--- src/rtl/hdlc_tx_pkg.sv ---
package hdlc_tx_pkg;

  localparam int OCTET_W = 8;
  localparam int CNT_W   = $clog2(OCTET_W);
  localparam logic [OCTET_W-1:0] FLAG_OCTET = 8'h7E;

  typedef enum logic [1:0] {
    ST_FILL  = 2'd0,
    ST_OPEN  = 2'd1,
    ST_BODY  = 2'd2,
    ST_CLOSE = 2'd3
  } tx_state_e;

  // Bit of the flag octet sent at position idx (LSB leaves first)
  function automatic logic flag_bit(input logic [CNT_W-1:0] idx);
    return FLAG_OCTET[idx];
  endfunction

  // Length of the run of ones after one more data bit
  function automatic int run_next(input int run, input logic b);
    return b ? run + 1 : 0;
  endfunction

  // Last bit position of an octet
  function automatic logic octet_last(input logic [CNT_W-1:0] idx);
    return idx == CNT_W'(OCTET_W - 1);
  endfunction

endpackage

--- src/rtl/hdlc_tx_stuffer.sv ---
module hdlc_tx_stuffer
  import hdlc_tx_pkg::*;
#(
  parameter int STUFF_RUN = 5
) (
  input  logic clk,
  input  logic rst_n,
  input  logic clr,
  input  logic adv,
  input  logic bit_in,
  input  logic stuff_taken,
  output logic stuff_due
);

  localparam int RUN_W = $clog2(STUFF_RUN + 1);

  logic [RUN_W-1:0] run_q;

  always_ff @(posedge clk or negedge rst_n) begin
    if (!rst_n) begin
      run_q <= '0;
    end else if (clr || stuff_taken) begin
      run_q <= '0;
    end else if (adv) begin
      run_q <= RUN_W'(run_next(int'(run_q), bit_in));
    end
  end

  assign stuff_due = (run_q == RUN_W'(STUFF_RUN));

endmodule

--- src/rtl/hdlc_tx_pause_ctl.sv ---
module hdlc_tx_pause_ctl (
  input  logic clk,
  input  logic rst_n,
  input  logic pause_req,
  input  logic in_flight,
  input  logic eop_pop,
  output logic pause_done
);

  logic done_q;

  always_ff @(posedge clk or negedge rst_n) begin
    if (!rst_n) begin
      done_q <= 1'b0;
    end else if (!pause_req) begin
      done_q <= 1'b0;
    end else if (!done_q) begin
      done_q <= !in_flight || eop_pop;
    end
  end

  assign pause_done = done_q;

endmodule

--- src/rtl/hdlc_tx_framer.sv ---
module hdlc_tx_framer
  import hdlc_tx_pkg::*;
(
  input  logic               clk,
  input  logic               rst_n,
  input  logic               bit_en,
  input  logic               fill_flags,
  input  logic               pause_req,
  input  logic               fifo_valid,
  input  logic [OCTET_W-1:0] fifo_data,
  input  logic               fifo_sop,
  input  logic               fifo_eop,
  input  logic               stuff_due,
  output logic               fifo_pop,
  output logic               tx_bit,
  output logic               data_adv,
  output logic               data_bit,
  output logic               stuff_taken,
  output logic               in_body,
  output logic               in_flight,
  output logic               eop_pop,
  output logic               idle_one
);

  tx_state_e          state_q, state_d;
  logic [CNT_W-1:0]   cnt_q, cnt_d;
  logic [OCTET_W-1:0] sh_q, sh_d;
  logic               eop_q, eop_d;
  logic               drained_q, drained_d;
  logic               tx_q, tx_d;
  logic               start_ok;

  assign start_ok = fifo_valid && fifo_sop && !pause_req;

  always_comb begin
    state_d     = state_q;
    cnt_d       = cnt_q;
    sh_d        = sh_q;
    eop_d       = eop_q;
    drained_d   = drained_q;
    tx_d        = tx_q;
    fifo_pop    = 1'b0;
    data_adv    = 1'b0;
    data_bit    = 1'b0;
    stuff_taken = 1'b0;
    idle_one    = 1'b0;
    if (bit_en) begin
      unique case (state_q)
        ST_FILL: begin
          if (cnt_q == '0 && start_ok) begin
            tx_d    = flag_bit('0);
            cnt_d   = CNT_W'(1);
            state_d = ST_OPEN;
          end else if (fill_flags) begin
            tx_d  = flag_bit(cnt_q);
            cnt_d = cnt_q + CNT_W'(1);
          end else begin
            tx_d     = 1'b1;
            cnt_d    = '0;
            idle_one = 1'b1;
          end
        end
        ST_OPEN: begin
          tx_d = flag_bit(cnt_q);
          if (octet_last(cnt_q)) begin
            cnt_d     = '0;
            drained_d = 1'b1;
            eop_d     = 1'b0;
            state_d   = ST_BODY;
          end else begin
            cnt_d = cnt_q + CNT_W'(1);
          end
        end
        ST_BODY: begin
          if (stuff_due) begin
            tx_d        = 1'b0;
            stuff_taken = 1'b1;
          end else if (drained_q) begin
            if (!eop_q && fifo_valid) begin
              fifo_pop  = 1'b1;
              tx_d      = fifo_data[0];
              data_adv  = 1'b1;
              data_bit  = fifo_data[0];
              sh_d      = fifo_data >> 1;
              eop_d     = fifo_eop;
              cnt_d     = CNT_W'(1);
              drained_d = 1'b0;
            end else begin
              tx_d    = flag_bit('0);
              cnt_d   = CNT_W'(1);
              state_d = ST_CLOSE;
            end
          end else begin
            tx_d     = sh_q[0];
            data_adv = 1'b1;
            data_bit = sh_q[0];
            sh_d     = sh_q >> 1;
            if (octet_last(cnt_q)) begin
              cnt_d     = '0;
              drained_d = 1'b1;
            end else begin
              cnt_d = cnt_q + CNT_W'(1);
            end
          end
        end
        ST_CLOSE: begin
          tx_d = flag_bit(cnt_q);
          if (octet_last(cnt_q)) begin
            cnt_d   = '0;
            state_d = ST_FILL;
          end else begin
            cnt_d = cnt_q + CNT_W'(1);
          end
        end
        default: state_d = ST_FILL;
      endcase
    end
  end

  always_ff @(posedge clk or negedge rst_n) begin
    if (!rst_n) begin
      state_q   <= ST_FILL;
      cnt_q     <= '0;
      sh_q      <= '0;
      eop_q     <= 1'b0;
      drained_q <= 1'b0;
      tx_q      <= 1'b1;
    end else begin
      state_q   <= state_d;
      cnt_q     <= cnt_d;
      sh_q      <= sh_d;
      eop_q     <= eop_d;
      drained_q <= drained_d;
      tx_q      <= tx_d;
    end
  end

  assign tx_bit    = tx_q;
  assign in_body   = (state_q == ST_BODY);
  assign in_flight = (state_q == ST_OPEN) || (state_q == ST_BODY && !eop_q);
  assign eop_pop   = fifo_pop && fifo_eop;

endmodule

--- src/rtl/hdlc_tx_engine.sv ---
module hdlc_tx_engine
  import hdlc_tx_pkg::*;
#(
  parameter int STUFF_RUN = 5
) (
  input  logic               clk,
  input  logic               rst_n,
  input  logic               bit_en,
  input  logic               fill_flags,
  input  logic               pause_req,
  input  logic               fifo_valid,
  input  logic [OCTET_W-1:0] fifo_data,
  input  logic               fifo_sop,
  input  logic               fifo_eop,
  output logic               fifo_pop,
  output logic               tx_bit,
  output logic               pause_done
);

  logic data_adv;
  logic data_bit;
  logic stuff_taken;
  logic stuff_due;
  logic in_body;
  logic in_flight;
  logic eop_pop;
  logic idle_one;

  hdlc_tx_framer u_framer (
    .clk         (clk),
    .rst_n       (rst_n),
    .bit_en      (bit_en),
    .fill_flags  (fill_flags),
    .pause_req   (pause_req),
    .fifo_valid  (fifo_valid),
    .fifo_data   (fifo_data),
    .fifo_sop    (fifo_sop),
    .fifo_eop    (fifo_eop),
    .stuff_due   (stuff_due),
    .fifo_pop    (fifo_pop),
    .tx_bit      (tx_bit),
    .data_adv    (data_adv),
    .data_bit    (data_bit),
    .stuff_taken (stuff_taken),
    .in_body     (in_body),
    .in_flight   (in_flight),
    .eop_pop     (eop_pop),
    .idle_one    (idle_one)
  );

  hdlc_tx_stuffer #(
    .STUFF_RUN (STUFF_RUN)
  ) u_stuffer (
    .clk         (clk),
    .rst_n       (rst_n),
    .clr         (!in_body),
    .adv         (data_adv),
    .bit_in      (data_bit),
    .stuff_taken (stuff_taken),
    .stuff_due   (stuff_due)
  );

  hdlc_tx_pause_ctl u_pause (
    .clk        (clk),
    .rst_n      (rst_n),
    .pause_req  (pause_req),
    .in_flight  (in_flight),
    .eop_pop    (eop_pop),
    .pause_done (pause_done)
  );

endmodule

--- config.mk ---
export PLATFORM = sky130hd
export DESIGN_NAME = hdlc_tx_engine
export DESIGN_NICKNAME = d
export VERILOG_FILES = /design/src/rtl/hdlc_tx_pkg.sv /design/src/rtl/hdlc_tx_stuffer.sv /design/src/rtl/hdlc_tx_pause_ctl.sv /design/src/rtl/hdlc_tx_framer.sv /design/src/rtl/hdlc_tx_engine.sv
export SDC_FILE = /design/constraint.sdc
export NUM_CORES = 1
export LEC_CHECK = 0
export BUFFER_PORTS_ARGS = -buffer_cell sky130_fd_sc_hd__buf_2
export CORE_UTILIZATION = 41
export CTS_CLUSTER_DIAMETER = 100
export DETAILED_ROUTE_END_ITERATION = 8
export GPL_TIMING_DRIVEN = 0
export PLACE_DENSITY_LB_ADDON = 0.3
export REMOVE_ABC_BUFFERS = 1
export SYNTH_ARGS = -nofsm -noshare
export SYNTH_HDL_FRONTEND = slang
export SYNTH_HIERARCHICAL = 1
export SYNTH_SLANG_ARGS = --single-unit
export TNS_END_PERCENT = 1
--- constraint.sdc ---
create_clock -name clk -period 2.5 [get_ports clk]
set_input_delay 0.5 -clock clk [delete_from_list [all_inputs] [get_ports clk]]
set_output_delay 0.5 -clock clk [all_outputs]
set_load 0.05 [all_outputs]
# Yosys cells after proc, flatten, opt, wreduce, memory -nomap -nowiden
# Memory sizes are Yosys's and may differ from the RTL's.
# Index checks and enable logic that the tools add are counted.
# op_classes
n_addsub,2
n_lt_le_gt_ge,1
eq_ne,13
muxes,52
bitwise,1
reduce_logical,23
# op_table
cell,count
$mux 1,31
$mux 3,8
$mux 8,2
$mux 2,6
$ne 2x1->1 const B,5
$pmux 3 s3,1
$pmux 2 s4,1
$reduce_and 4->1,2
$reduce_and 7->1,1
$add 3x1->3 const B,2
$eq 3x3->1 const B,2
$logic_and 1x1->1,6
$ne 2x2->1 const B,3
$reduce_and 6->1,1
$eq 2x2->1 const B,2
$logic_not 1->1,4
$lt 3x4->1 const B,1
$pmux 1 s2,2
$reduce_bool 2->1,2
$logic_not 3->1,1
$logic_or 1x1->1,3
$pmux 1 s3,1
$eq 2x1->1 const B,1
$logic_not 2->1,1
3 further kinds,3
# totals
ff_bits,20
romBits,8
in_bits,16
elab_cells,101
mem_count,1
# memory_table
memory,words,width,read_ports,rd_ports_with_merged_regs,wr,line,text
(no name shown),8,1,1,0,0,hdlc_tx_pkg.sv:16,return FLAG_OCTET[idx];

# Longest topological paths before layout
# logic_depth
ltp_word,11
depth_mapped,9
mapped_depth_nobuf,8

# Hierarchy
# The synthesis kept the hierarchy.
# by_module_without_submodules
module,n_inst,cells_each,area_per_inst_um2
hdlc_tx_framer,1,116,1062.3
hdlc_tx_stuffer,1,17,180.2
hdlc_tx_pause_ctl,1,3,36.3
hdlc_tx_engine,1,1,3.8

# Worst setup path after synthesis
# No wires, ideal clock.
# synth_path
path_type,register to register
from,register u_framer.state_q[0]
to,register u_pause.done_q (netlist: u_pause/pause_done)
setup_time_ns,0.078
arrival_ns,2.537
t_required_ns,2.422
path_slack_ns,-0.114
stages_incl_launch_ff,9
path_cell_list,dfrtp_1 -> inv_1 -> ha_1 -> buf_2 -> nand3b_1 -> nor3_1 -> and2_1 -> nor2_1 -> a21boi_1
# synth_via
elab_chain_len,7
elab_cells_between_ends,11
classes_between,2 x eq/ne; 4 x mux; 5 x reduce/logical
# synth_rtl
item,line,text
from (decl),hdlc_tx_framer.sv:25,"tx_state_e state_q, state_d;"
from (signal assigned),hdlc_tx_framer.sv:129,state_q <= state_d;
$eq 2x2->1,-,
named net in_body,hdlc_tx_engine.sv:24,logic in_body;
$mux 1,hdlc_tx_framer.sv:48,unique case (state_q)
$mux 1,hdlc_tx_framer.sv:47,if (bit_en) begin
named net fifo_pop,hdlc_tx_engine.sv:15,"output logic fifo_pop,"
$logic_and 1x1->1,hdlc_tx_framer.sv:141,assign eop_pop = fifo_pop && fifo_eop;
named net eop_pop,hdlc_tx_engine.sv:26,logic eop_pop;
$logic_or 1x1->1,hdlc_tx_pause_ctl.sv:18,done_q <= !in_flight || eop_pop;
$mux 1,hdlc_tx_pause_ctl.sv:17,end else if (!done_q) begin
$mux 1,hdlc_tx_pause_ctl.sv:15,end else if (!pause_req) begin
to (signal assigned),hdlc_tx_pause_ctl.sv:18,
to (decl),hdlc_tx_pause_ctl.sv:10,logic done_q;
# The timed path passes the listed nets, and every way through them passes these cells.
# A chain may end at the register's enable or synchronous reset.

# Worst setup path in the final report
# layout_path
from,register u_stuffer.run_q[0]
to,output fifo_pop
# layout_via
elab_chain_len,4
# layout_rtl
item,line,text
from (decl),hdlc_tx_stuffer.sv:17,logic [RUN_W-1:0] run_q;
from (signal assigned),hdlc_tx_stuffer.sv:25,"run_q <= RUN_W'(run_next(int'(run_q), bit_in));"
$eq 3x3->1,hdlc_tx_stuffer.sv:29,assign stuff_due = (run_q == RUN_W'(STUFF_RUN));
named net stuff_due,hdlc_tx_engine.sv:23,logic stuff_due;
$mux 1,hdlc_tx_framer.sv:75,if (stuff_due) begin
$mux 1,hdlc_tx_framer.sv:48,
$mux 1,hdlc_tx_framer.sv:47,
to (decl),hdlc_tx_engine.sv:15,
# The timed path passes the listed nets, and every way through them passes these cells.

==> impl_metrics.ini <==
[cells_and_area]
antenna_cells = 0
nNetsFinal = 183
final_layout_size_suffix_gt1_share_pct = 20.0
layout_commonest_cell = dfrtp_1
final_cell_mix = 18 x dfrtp_1, 17 x buf_2, 16 x nor2_1, 15 x inv_1, 11 x a21oi_1
final_core_util_pct = 50.1
fin_area_um2 = 1430
syn_to_final_growth_pct = 12.2

[floorplan]
die_x_um = 57.7
ioPinCount = 19
die_area_um2 = 3330
core-area_um2 = 2850
initial_core_util_pct = 44.6
num_rows = 19
die_h_um = 57.7

[timing]
tightest_slew_ns = 0.756
drv_slew = 0
hold_viol_final = 0
holdWs_ns = 0.130
fin_tns_setup_ns = 0
finalSetupViolations = 0
fin_worst_skew_ns = 0.00183
rsz0062_at_grt = no
fmax_ghz = 0.426
period_needed_ns = 2.35
slew-limit-headroom_pct = 49.6
min_period_over_period_pct = 93.8

[power]
p_per_area_nw_per_um2 = 1050
p_leak_uw = 0.000656
pwr-share-seq_pct = 37.2
power_frac_comb_pct = 52.4
p_clk_share_pct = 10.3
power.internal_uw = 836
ir_drop_v = 0.000389
p_sw_share_pct = 44.0
netSwitchingPower_uw = 658

[clock_tree]
cts_root_buf = clkbuf_4
path_clk_slew_ns = 0.11
cts_tree = yes
clk_latency_ns = 0.29
ctsLongestPathBuffers = 2
cts_buffers = 3
htreeDepth = 1
clock-sinks = 19

[synthesis]
avgSynthCellArea_um2 = 9.37
yosys_warnings = 6
synth_area_um2 = 1270
syn_inst = 136

[setup_path]
r2r_cells = 7
cp_data_arrival_time_ns = 1.85
endpoint_kind = output pin
crit_type = reg -> out
crit_chain = ha_1 -> and2_1 -> nand2b_1 -> nor3_1 -> clkbuf_4
slowest_stage = dfrtp_1
critPathRequiredTime_ns = 2.00
path_max_fanout = 6
crit_path_max_incr_delay_ns = 0.42
start_kind = flop

[global_routing]
grt_pass1_vias = 995
grt_max_degree = 20
grt_overflow = 0
grtUsageTotal_pct = 16.7
grt_antenna_before_repair = 0
grt_first_pass_wirelength_mm = 4.35

[run_status]
status = finished, violations left
violations = DRC

[placed_design]
io_buffers = 18
dpl-instance-area_um2 = 1390
dp_hpwl_mm = 1.96
gp_congestion = 0.837

[route]
highest_layer = met4
detail-route-antenna-nets = 0
wl_per_cell_um = 13.4
drc_errors = 1
totalWireLength_mm = 2.49
dr.pass1.iters = 6
drt-vias-per-instance = 5.49
wl_met1_mm = 1.14
wl_met3_um = 75
wl_met2_mm = 1.26
num_vias = 1021
drt_iter0_drc = 41

[job]
drv_cap = 0

[hold_path]
holdCritPathClass = in -> async
power groups by stage:
stage          Sequential (uW)  Combinational [uW]  Clock, uW
2_1_floorplan              575                 581          0
3_3_place_gp               551                 750          0
3_5_place_dp               558                 770          0
4_1_cts                    554                 778        163
5_1_grt                    580                 892        173
6_report                   557                 783        155
critical path: cells and delay by family, from the launching register on:
family                     cells  cell delay (ns)
and+or+nand+nor                3             0.63
DFF                            1             0.42
buffers and inverters          1             0.30
adders and majority gates      1             0.21
final cells by class:
class / count / area [um^2]
Sequential cell: 19 / 477
Clock buffer: 4 / 26.3
Tap cell: 31 / 38.8
Fill cell: 285 / 1420
Timing Repair Buffer: 18 / 92.6
Inverter: 15 / 56.3
Multi-Input combinational cell: 99 / 738
layer usage:
metal	GRT usage, %	vias to the layer above
li1	-	515
met1	21.0	487
met2	29.1	17
met3	4.69	2
met4	3.06	0
met5	0	-
path summary, 6_finish.rpt:
check,from,to,slack [ns]
max,u_stuffer/run_q[0],fifo_pop,0.15
min,rst_n,u_framer/eop_q,0.13
min reg2reg,u_framer/tx_bit,u_framer/tx_bit,0.50
max in group asynchronous,rst_n,u_framer/tx_bit,2.03
min in group clk,fifo_data[7],u_framer/sh_q[6],0.44
max reg2reg,u_stuffer/run_q[0],u_stuffer/run_q[0],0.29
flip-flops by register name, indices dropped and copies added (netlist names):
register,count
u_framer/cnt_q,3
u_pause/pause_done,1
u_framer/tx_bit,1
u_framer/drained_q,1
u_stuffer/run_q,3
u_framer/sh_q,7
u_framer/eop_q,1
u_framer/state_q,2
repair_timing:
action	in CTS	in global routing
endpoints found under the setup margin	1	1
setup buffers	0	0
cloned	0	0
hold buffers	0	0
gates resized for setup	1	2
pin swaps	0	0
endpoints found under the hold margin	0	0
stage by stage:
step / std cells / power, uW / worst slack, ns
after floorplan: 133 / 1160 / -0.120
after global placement: 182 / 1300 / 0.160
after detailed placement: 182 / 1330 / 0.0897
after CTS: 186 / 1500 / 0.0714
after global routing: 186 / 1650 / 0.0306
final: 186 / 1490 / 0.155
(Power assumes the default switching activity.)
